==> src/rtl/pfq_pkg.sv <==
package pfq_pkg;
  localparam int unsigned PFQ_DATA_W = 64;

  typedef struct packed {
    logic sop;
    logic eop;
  } pfq_mark_t;

  localparam int unsigned PFQ_MARK_W = $bits(pfq_mark_t);
endpackage

==> src/rtl/pfq_ram.sv <==
module pfq_ram #(
  parameter int unsigned W     = 66,
  parameter int unsigned DEPTH = 32,
  parameter int unsigned AW    = $clog2(DEPTH)
) (
  input  logic          clk,
  input  logic          we,
  input  logic [AW-1:0] waddr,
  input  logic [W-1:0]  wdata,
  input  logic          re,
  input  logic [AW-1:0] raddr,
  output logic [W-1:0]  rdata
);
  logic [W-1:0] mem [DEPTH];

  // synchronous write and registered read: block RAM friendly
  always_ff @(posedge clk) begin
    if (we) mem[waddr] <= wdata;
    if (re) rdata <= mem[raddr];
  end
endmodule

==> src/rtl/pfq_ptrs.sv <==
module pfq_ptrs #(
  parameter int unsigned DEPTH = 32,
  parameter int unsigned AW    = $clog2(DEPTH)
) (
  input  logic          clk,
  input  logic          rst,
  input  logic          wr_en,
  input  logic          rd_en,
  output logic [AW-1:0] waddr,
  output logic [AW-1:0] raddr,
  output logic          full,
  output logic          empty
);
  localparam logic [AW-1:0] LAST_IDX = AW'(DEPTH - 1);
  localparam logic [AW:0]   OCC_MAX  = (AW+1)'(DEPTH);

  logic [AW:0] occ;

  function automatic logic [AW-1:0] bump(input logic [AW-1:0] p);
    return (p == LAST_IDX) ? '0 : p + 1'b1;
  endfunction

  always_ff @(posedge clk) begin
    if (rst) begin
      waddr <= '0;
      raddr <= '0;
      occ   <= '0;
    end else begin
      if (wr_en) waddr <= bump(waddr);
      if (rd_en) raddr <= bump(raddr);
      case ({wr_en, rd_en})
        2'b10:   occ <= occ + 1'b1;
        2'b01:   occ <= occ - 1'b1;
        default: occ <= occ;
      endcase
    end
  end

  assign full  = (occ == OCC_MAX);
  assign empty = (occ == '0);

  // storage never holds more than DEPTH beats
  a_r6_occ_bound: assert property (@(posedge clk) disable iff (rst)
    occ <= OCC_MAX);

  // a read is only issued when a stored beat exists
  a_r5_no_underflow: assert property (@(posedge clk) disable iff (rst)
    rd_en |-> (occ != '0));
endmodule

==> src/rtl/pfq_gate.sv <==
module pfq_gate #(
  parameter int unsigned DEPTH = 32,
  parameter int unsigned CW    = $clog2(DEPTH + 1)
) (
  input  logic clk,
  input  logic rst,
  input  logic eop_wr,    // end-of-packet beat written this cycle
  input  logic start_rd,  // first beat of a packet leaves storage
  input  logic full,
  input  logic mid,       // a packet is part-way out
  output logic have_pkt,
  output logic overflow
);
  localparam logic [CW-1:0] CNT_MAX = CW'(DEPTH);

  logic [CW-1:0] cnt;  // complete packets not yet started

  always_ff @(posedge clk) begin
    if (rst) begin
      cnt      <= '0;
      overflow <= 1'b0;
    end else begin
      case ({eop_wr, start_rd})
        2'b10:   cnt <= cnt + 1'b1;
        2'b01:   cnt <= cnt - 1'b1;
        default: cnt <= cnt;
      endcase
      if (full && (cnt == '0) && !mid) overflow <= 1'b1;
    end
  end

  assign have_pkt = (cnt != '0);

  // a packet start is only taken from a nonzero complete count
  a_r2_start_has_pkt: assert property (@(posedge clk) disable iff (rst)
    start_rd |-> (cnt != '0));

  // the error flag stays set until reset
  a_r7_sticky: assert property (@(posedge clk) disable iff (rst)
    overflow |=> overflow);

  // complete packets never exceed the number of stored beats
  a_r8_cnt_bound: assert property (@(posedge clk) disable iff (rst)
    cnt <= CNT_MAX);
endmodule

==> src/rtl/sf_pkt_fifo.sv <==
module sf_pkt_fifo #(
  parameter int unsigned DATA_W = pfq_pkg::PFQ_DATA_W,
  parameter int unsigned DEPTH  = 32
) (
  input  logic              clk,
  input  logic              rst,
  input  logic              in_valid,
  output logic              in_ready,
  input  logic [DATA_W-1:0] in_data,
  input  logic              in_sop,
  input  logic              in_eop,
  output logic              out_valid,
  input  logic              out_ready,
  output logic [DATA_W-1:0] out_data,
  output logic              out_sop,
  output logic              out_eop,
  output logic              overflow
);
  localparam int unsigned AW = $clog2(DEPTH);
  localparam int unsigned CW = $clog2(DEPTH + 1);
  localparam int unsigned BW = DATA_W + pfq_pkg::PFQ_MARK_W;

  pfq_pkg::pfq_mark_t wr_mark, rd_mark;
  logic [BW-1:0]      wr_word, rd_word;
  logic [AW-1:0]      waddr, raddr;
  logic               full, empty, have_pkt;
  logic               wr, pop, mid, start_rd;

  assign in_ready = !full;
  assign wr       = in_valid && !full;

  assign wr_mark  = '{sop: in_sop, eop: in_eop};
  assign wr_word  = {wr_mark, in_data};

  // a packet is in flight while a non-final beat sits on the source
  assign mid      = out_valid && !out_eop;
  assign pop      = !empty && (mid || have_pkt) && (!out_valid || out_ready);
  assign start_rd = pop && !mid;

  pfq_ptrs #(.DEPTH(DEPTH), .AW(AW)) u_ptrs (
    .clk   (clk),
    .rst   (rst),
    .wr_en (wr),
    .rd_en (pop),
    .waddr (waddr),
    .raddr (raddr),
    .full  (full),
    .empty (empty)
  );

  pfq_ram #(.W(BW), .DEPTH(DEPTH), .AW(AW)) u_ram (
    .clk   (clk),
    .we    (wr),
    .waddr (waddr),
    .wdata (wr_word),
    .re    (pop),
    .raddr (raddr),
    .rdata (rd_word)
  );

  pfq_gate #(.DEPTH(DEPTH), .CW(CW)) u_gate (
    .clk      (clk),
    .rst      (rst),
    .eop_wr   (wr && in_eop),
    .start_rd (start_rd),
    .full     (full),
    .mid      (mid),
    .have_pkt (have_pkt),
    .overflow (overflow)
  );

  always_ff @(posedge clk) begin
    if (rst)            out_valid <= 1'b0;
    else if (pop)       out_valid <= 1'b1;
    else if (out_ready) out_valid <= 1'b0;
  end

  assign rd_mark  = rd_word[BW-1 -: pfq_pkg::PFQ_MARK_W];
  assign out_data = rd_word[DATA_W-1:0];
  assign out_sop  = rd_mark.sop;
  assign out_eop  = rd_mark.eop;

  // no bubble inside a packet on the source
  a_r3_hold_mid: assert property (@(posedge clk) disable iff (rst)
    (out_valid && !out_eop) |=> out_valid);

  // stalled beat is held
  a_r4_stall_stable: assert property (@(posedge clk) disable iff (rst)
    (out_valid && !out_ready) |=> (out_valid && $stable(out_data)
                                   && $stable(out_eop) && $stable(out_sop)));

  // sink is refused only while storage is full
  a_r6_ready_room: assert property (@(posedge clk) disable iff (rst)
    (!in_ready) |-> !empty);
endmodule

==> config.mk <==
export PLATFORM = sky130hd
export DESIGN_NAME = sf_pkt_fifo
export DESIGN_NICKNAME = d
export VERILOG_FILES = /design/src/rtl/pfq_pkg.sv /design/src/rtl/pfq_ram.sv /design/src/rtl/pfq_ptrs.sv /design/src/rtl/pfq_gate.sv /design/src/rtl/sf_pkt_fifo.sv
export SDC_FILE = /design/constraint.sdc
export NUM_CORES = 2
export LEC_CHECK = 0
export BUFFER_PORTS_ARGS = -buffer_cell sky130_fd_sc_hd__buf_4
export CAP_MARGIN = 20
export CORE_ASPECT_RATIO = 0.5
export CORE_UTILIZATION = 45
export CTS_BUF_LIST = sky130_fd_sc_hd__clkbuf_4 sky130_fd_sc_hd__clkbuf_8
export CTS_CLUSTER_DIAMETER = 200
export DETAILED_ROUTE_END_ITERATION = 10
export PLACE_DENSITY = 0.63
export SLEW_MARGIN = 15
export SYNTH_ARGS = -nofsm -noshare
export SYNTH_HDL_FRONTEND = slang
export SYNTH_SLANG_ARGS = --single-unit
==> constraint.sdc <==
create_clock -name clk -period 6.75 [get_ports clk]
set_input_delay 1.0125 -clock clk [delete_from_list [all_inputs] [get_ports clk]]
set_output_delay 1.0125 -clock clk [all_outputs]
set_load 0.05 [all_outputs]
==> impl_metrics.py <==
metrics = {
    "outcome": {
        "outcome": "finished, final reports clean",
    },
    "setup_path": {
        "timing.rr.end": "u_ptrs.occ[4]",
        "cp_max_fo": 23,
        "worst_ep_arrival_time_ns": 4.77,
        "rrSetupSlack_ns": 2.88,
        "path_cells": "or4_4, o41ai_4, nor2_4, ha_1, xor2_1, ha_1, a21oi_1, a32oi_1, a31oi_1, mux2_2",
        "crit_top_cell": "ha_1",
        "critPathLaunchType": "flop",
        "reg2reg_from": "u_gate.cnt[0]",
        "worstPathRequired_ns": 7.65,
        "critPathBufInv": 0,
        "slowest_delay_ns": 0.60,
        "crit_path_end_kind": "flop",
        "crit_slowest_cell": "or4_4",
        "path_delay_family": "compound AO/OA/AOI/OAI gates",
        "r2r_cells": 10,
        "crit_type": "reg -> reg",
    },
    "logic_synthesis": {
        "syn_area_per_cell_um2": 21.1,
        "ys_seq_area_frac": 0.788,
        "synth-compound-area-share": 0.0403,
        "synth_fa_ha_area_frac": 0.00194,
        "synthMuxAreaShare": 0.137,
        "synthSimpleGateAreaFrac": 0.0191,
        "synth_nets": 4042,
        "synth_top_family_by_area": "multiplexers",
        "ys.flop_type": "edfxtp_1",
        "async_reset_ff_frac": 0,
        "ys_ff_latch": 2202,
        "yosysUniqueCellTypes": 63,
        "synth_edf_count": 2178,
        "netlist_area_um2": 83700,
        "yosysWarnings": 0,
        "synth-xor-area-share": 0.000838,
        "syn_inst": 3959,
    },
    "grt": {
        "globalRouteOverflowTotal": 0,
        "grtUsageTotal": 0.219,
        "grt_max_degree": 146,
        "antenna_found_initial": 6,
        "grt_pass1_vias": 42400,
        "grt_first_pass_wirelength_um": 298000,
    },
    "power_and_ir_drop": {
        "seq_power_share": 0.502,
        "p_sw_mw": 8.61,
        "sw_frac_of_total": 0.272,
        "peakVddDrop_uv": 323,
        "intPower_mw": 23.1,
        "p_leak_nw": 28.3,
        "power.share.clock": 0.323,
        "power_density_nw_per_um2": 337,
        "pwr-share-comb": 0.175,
    },
    "clocking": {
        "cts_tree": "yes",
        "post_cts_resized": 0,
        "post-cts-setup-buffers": 0,
        "cts_root_buffer": "clkbuf_8",
        "clk_latency_ns": 1.03,
        "clk_pin_slew_worst_paths_ns": 0.06,
        "cts.sinks": 2202,
        "h-tree-depth": 5,
        "ctsHoldBuffers": 0,
        "clock_path_buffers": 4,
        "cts_buffers": 326,
    },
    "drt": {
        "drc": 0,
        "route.vias.total": 41900,
        "final_antenna_net_count": 0,
        "drt_pass1_iterations": 5,
        "wl_per_cell_um": 29.5,
        "wl_um": 207000,
        "vias_per_cell": 5.98,
        "drt_iter0_markers": 4594,
    },
    "timing": {
        "clock.fmax_mhz": 258,
        "finalHoldViolCount": 0,
        "period_minus_slack_ns": 3.87,
        "fin_crit_sh": 0.574,
        "max_slew_margin": 0.206,
        "worst_slew_pin_slew_ns": 1.19,
        "skew_ns": 0.0514,
        "holdWs_ns": 0.370,
        "maxSlewViolCount": 0,
        "fin_setup_tns_ns": 0,
        "rsz0062_at_grt": "no",
        "finalSetupViolations": 0,
    },
    "place": {
        "dp.cells": 6456,
        "io_buffers": 138,
        "dp_hpwl_um": 109000,
        "gp_congestion": 0.797,
    },
    "job": {
        "drv_cap": 0,
    },
    "floorplan": {
        "core_area_um2": 184000,
        "start_util": 0.455,
        "ios": 139,
        "num_rows": 111,
        "die-area_um2": 188000,
        "fp.dieH_um": 307,
        "die_w_um": 612,
    },
    "final_layout": {
        "n_fill_cell": 14400,
        "final_net_count": 4384,
        "drive_above_1_share": 0.250,
        "multiInputGateArea_um2": 17000,
        "syn_to_final_growth_pct": 12.5,
        "final_util": 0.512,
        "regArea_um2": 65900,
        "layout_commonest_cell": "edfxtp_1",
        "finalNonFillerCells": 7010,
        "final_cell_mix": "edfxtp_1 (2178), mux2i_1 (405), clkbuf_8 (335)",
    },
    "hold_path": {
        "hold_start": "rst",
        "holdPathEnd": "u_ptrs.occ[0]",
        "hold_path.class": "in -> reg",
        "whs_path_depth": 2,
    },
}
## how the worst max path moves through the flow
stage / start / to / cells past startpoint / slack (ns)
2_1_floorplan: out_ready / u_ptrs.occ[4] / 11 / 0.53
3_3_place_gp: out_ready / u_ptrs.occ[4] / 11 / 2.47
3_5_place_dp: out_ready / u_ptrs.occ[4] / 11 / 2.44
4_1_cts: u_ptrs.occ[1] / u_ptrs.occ[4] / 10 / 2.48
5_1_grt: u_gate.cnt[0] / u_ptrs.occ[4] / 10 / 2.63
6_report: u_gate.cnt[0] / u_ptrs.occ[4] / 10 / 2.88
## registers in the layout (all words and copies together) (netlist names)
signal	cells
out_valid	1
u_ptrs.waddr	5
u_ram.mem	2112
u_ram.rdata	66
u_ptrs.occ	6
u_ptrs.raddr	5
u_gate.cnt	6
u_gate.overflow	1
## worst register-to-register path: cells and delay by family, from the launching register on
kind            cells  cell delay [ns]
compound gates      4             1.24
mux                 1             0.35
simple gates        2             0.93
flops               1             0.36
fa+ha+maj           2             0.68
xor+xnor            1             0.22
## cell families (layout without fill, tap and decap cells)
| group | Yosys count | in the layout |
|---|---|---|
| adders and majority gates | 13 | 13 |
| DFF | 2202 | 2202 |
| other | 0 | 5 |
| AOI/OAI and AO/OA | 469 | 469 |
| muxes | 737 | 737 |
| xor gates and xnor gates | 8 | 8 |
| buffers and inverters | 236 | 796 |
| and+or+nand+nor | 294 | 294 |
## power by group through the flow
stage | clock [mW] | combinational [mW] | sequential (mW)
floorplan | 0 | 3.28 | 16.7
global placement | 0 | 5.53 | 16.2
detailed placement | 0 | 5.58 | 16.2
CTS | 10.4 | 5.59 | 15.9
global route | 10.9 | 5.89 | 15.9
finish | 10.2 | 5.55 | 15.9
## metrics by stage
stage / cell area (um2) / power [mW] / setup slack (ns)
4_1_cts: 94100 / 31.9 / 2.48
3_3_place_gp: 88000 / 21.7 / 2.47
2_1_floorplan: 83700 / 20.0 / 0.530
3_5_place_dp: 88100 / 21.8 / 2.44
5_1_grt: 94100 / 32.8 / 2.63
6_report: 94100 / 31.7 / 2.88
## routing by layer
metal	track usage	wire, um	vias up
li1	-	-	17400
met1	0.317	89300	22500
met2	0.346	98300	1744
met3	0.0341	14700	313
met4	0.0665	4710	0
met5	0	0	-
## synthesized netlist by cell type, types with 5 or more instances
library cell | n | area (um2)
nand4_1 | 43 | 269
ha_1 | 13 | 163
a21oi_1 | 67 | 335
nand3_1 | 51 | 255
or4_1 | 6 | 45.0
mux2i_1 | 405 | 4050
o32ai_1 | 11 | 96.3
clkbuf_1 | 110 | 413
xor2_1 | 8 | 70.1
buf_2 | 90 | 450
and3_1 | 5 | 31.3
or3_1 | 6 | 37.5
mux4_2 | 327 | 7360
a22oi_1 | 261 | 1960
nand3b_1 | 7 | 52.6
dfxtp_1 | 24 | 480
nor2_1 | 60 | 225
a211oi_1 | 23 | 173
nor2b_1 | 27 | 169
a2111oi_0 | 11 | 96.3
nand2_1 | 41 | 154
o21ai_0 | 8 | 40.0
a31oi_1 | 6 | 37.5
o22ai_1 | 46 | 288
inv_1 | 7 | 26.3
o221ai_1 | 23 | 201
buf_4 | 24 | 180
nor3_1 | 13 | 65.1
edfxtp_1 | 2178 | 65400
## cell type report
class | instances | area share
sequential | 2202 | 0.700
multi-input combinational | 1521 | 0.181
clock buffer | 456 | 0.0586
tap | 2486 | 0.0330
timing repair buffer | 242 | 0.0218
clock inverter | 90 | 0.00496
inverter | 8 | 0.000319
antenna | 5 | 0.000133
Note: power is estimated with default switching activity, not from simulation.
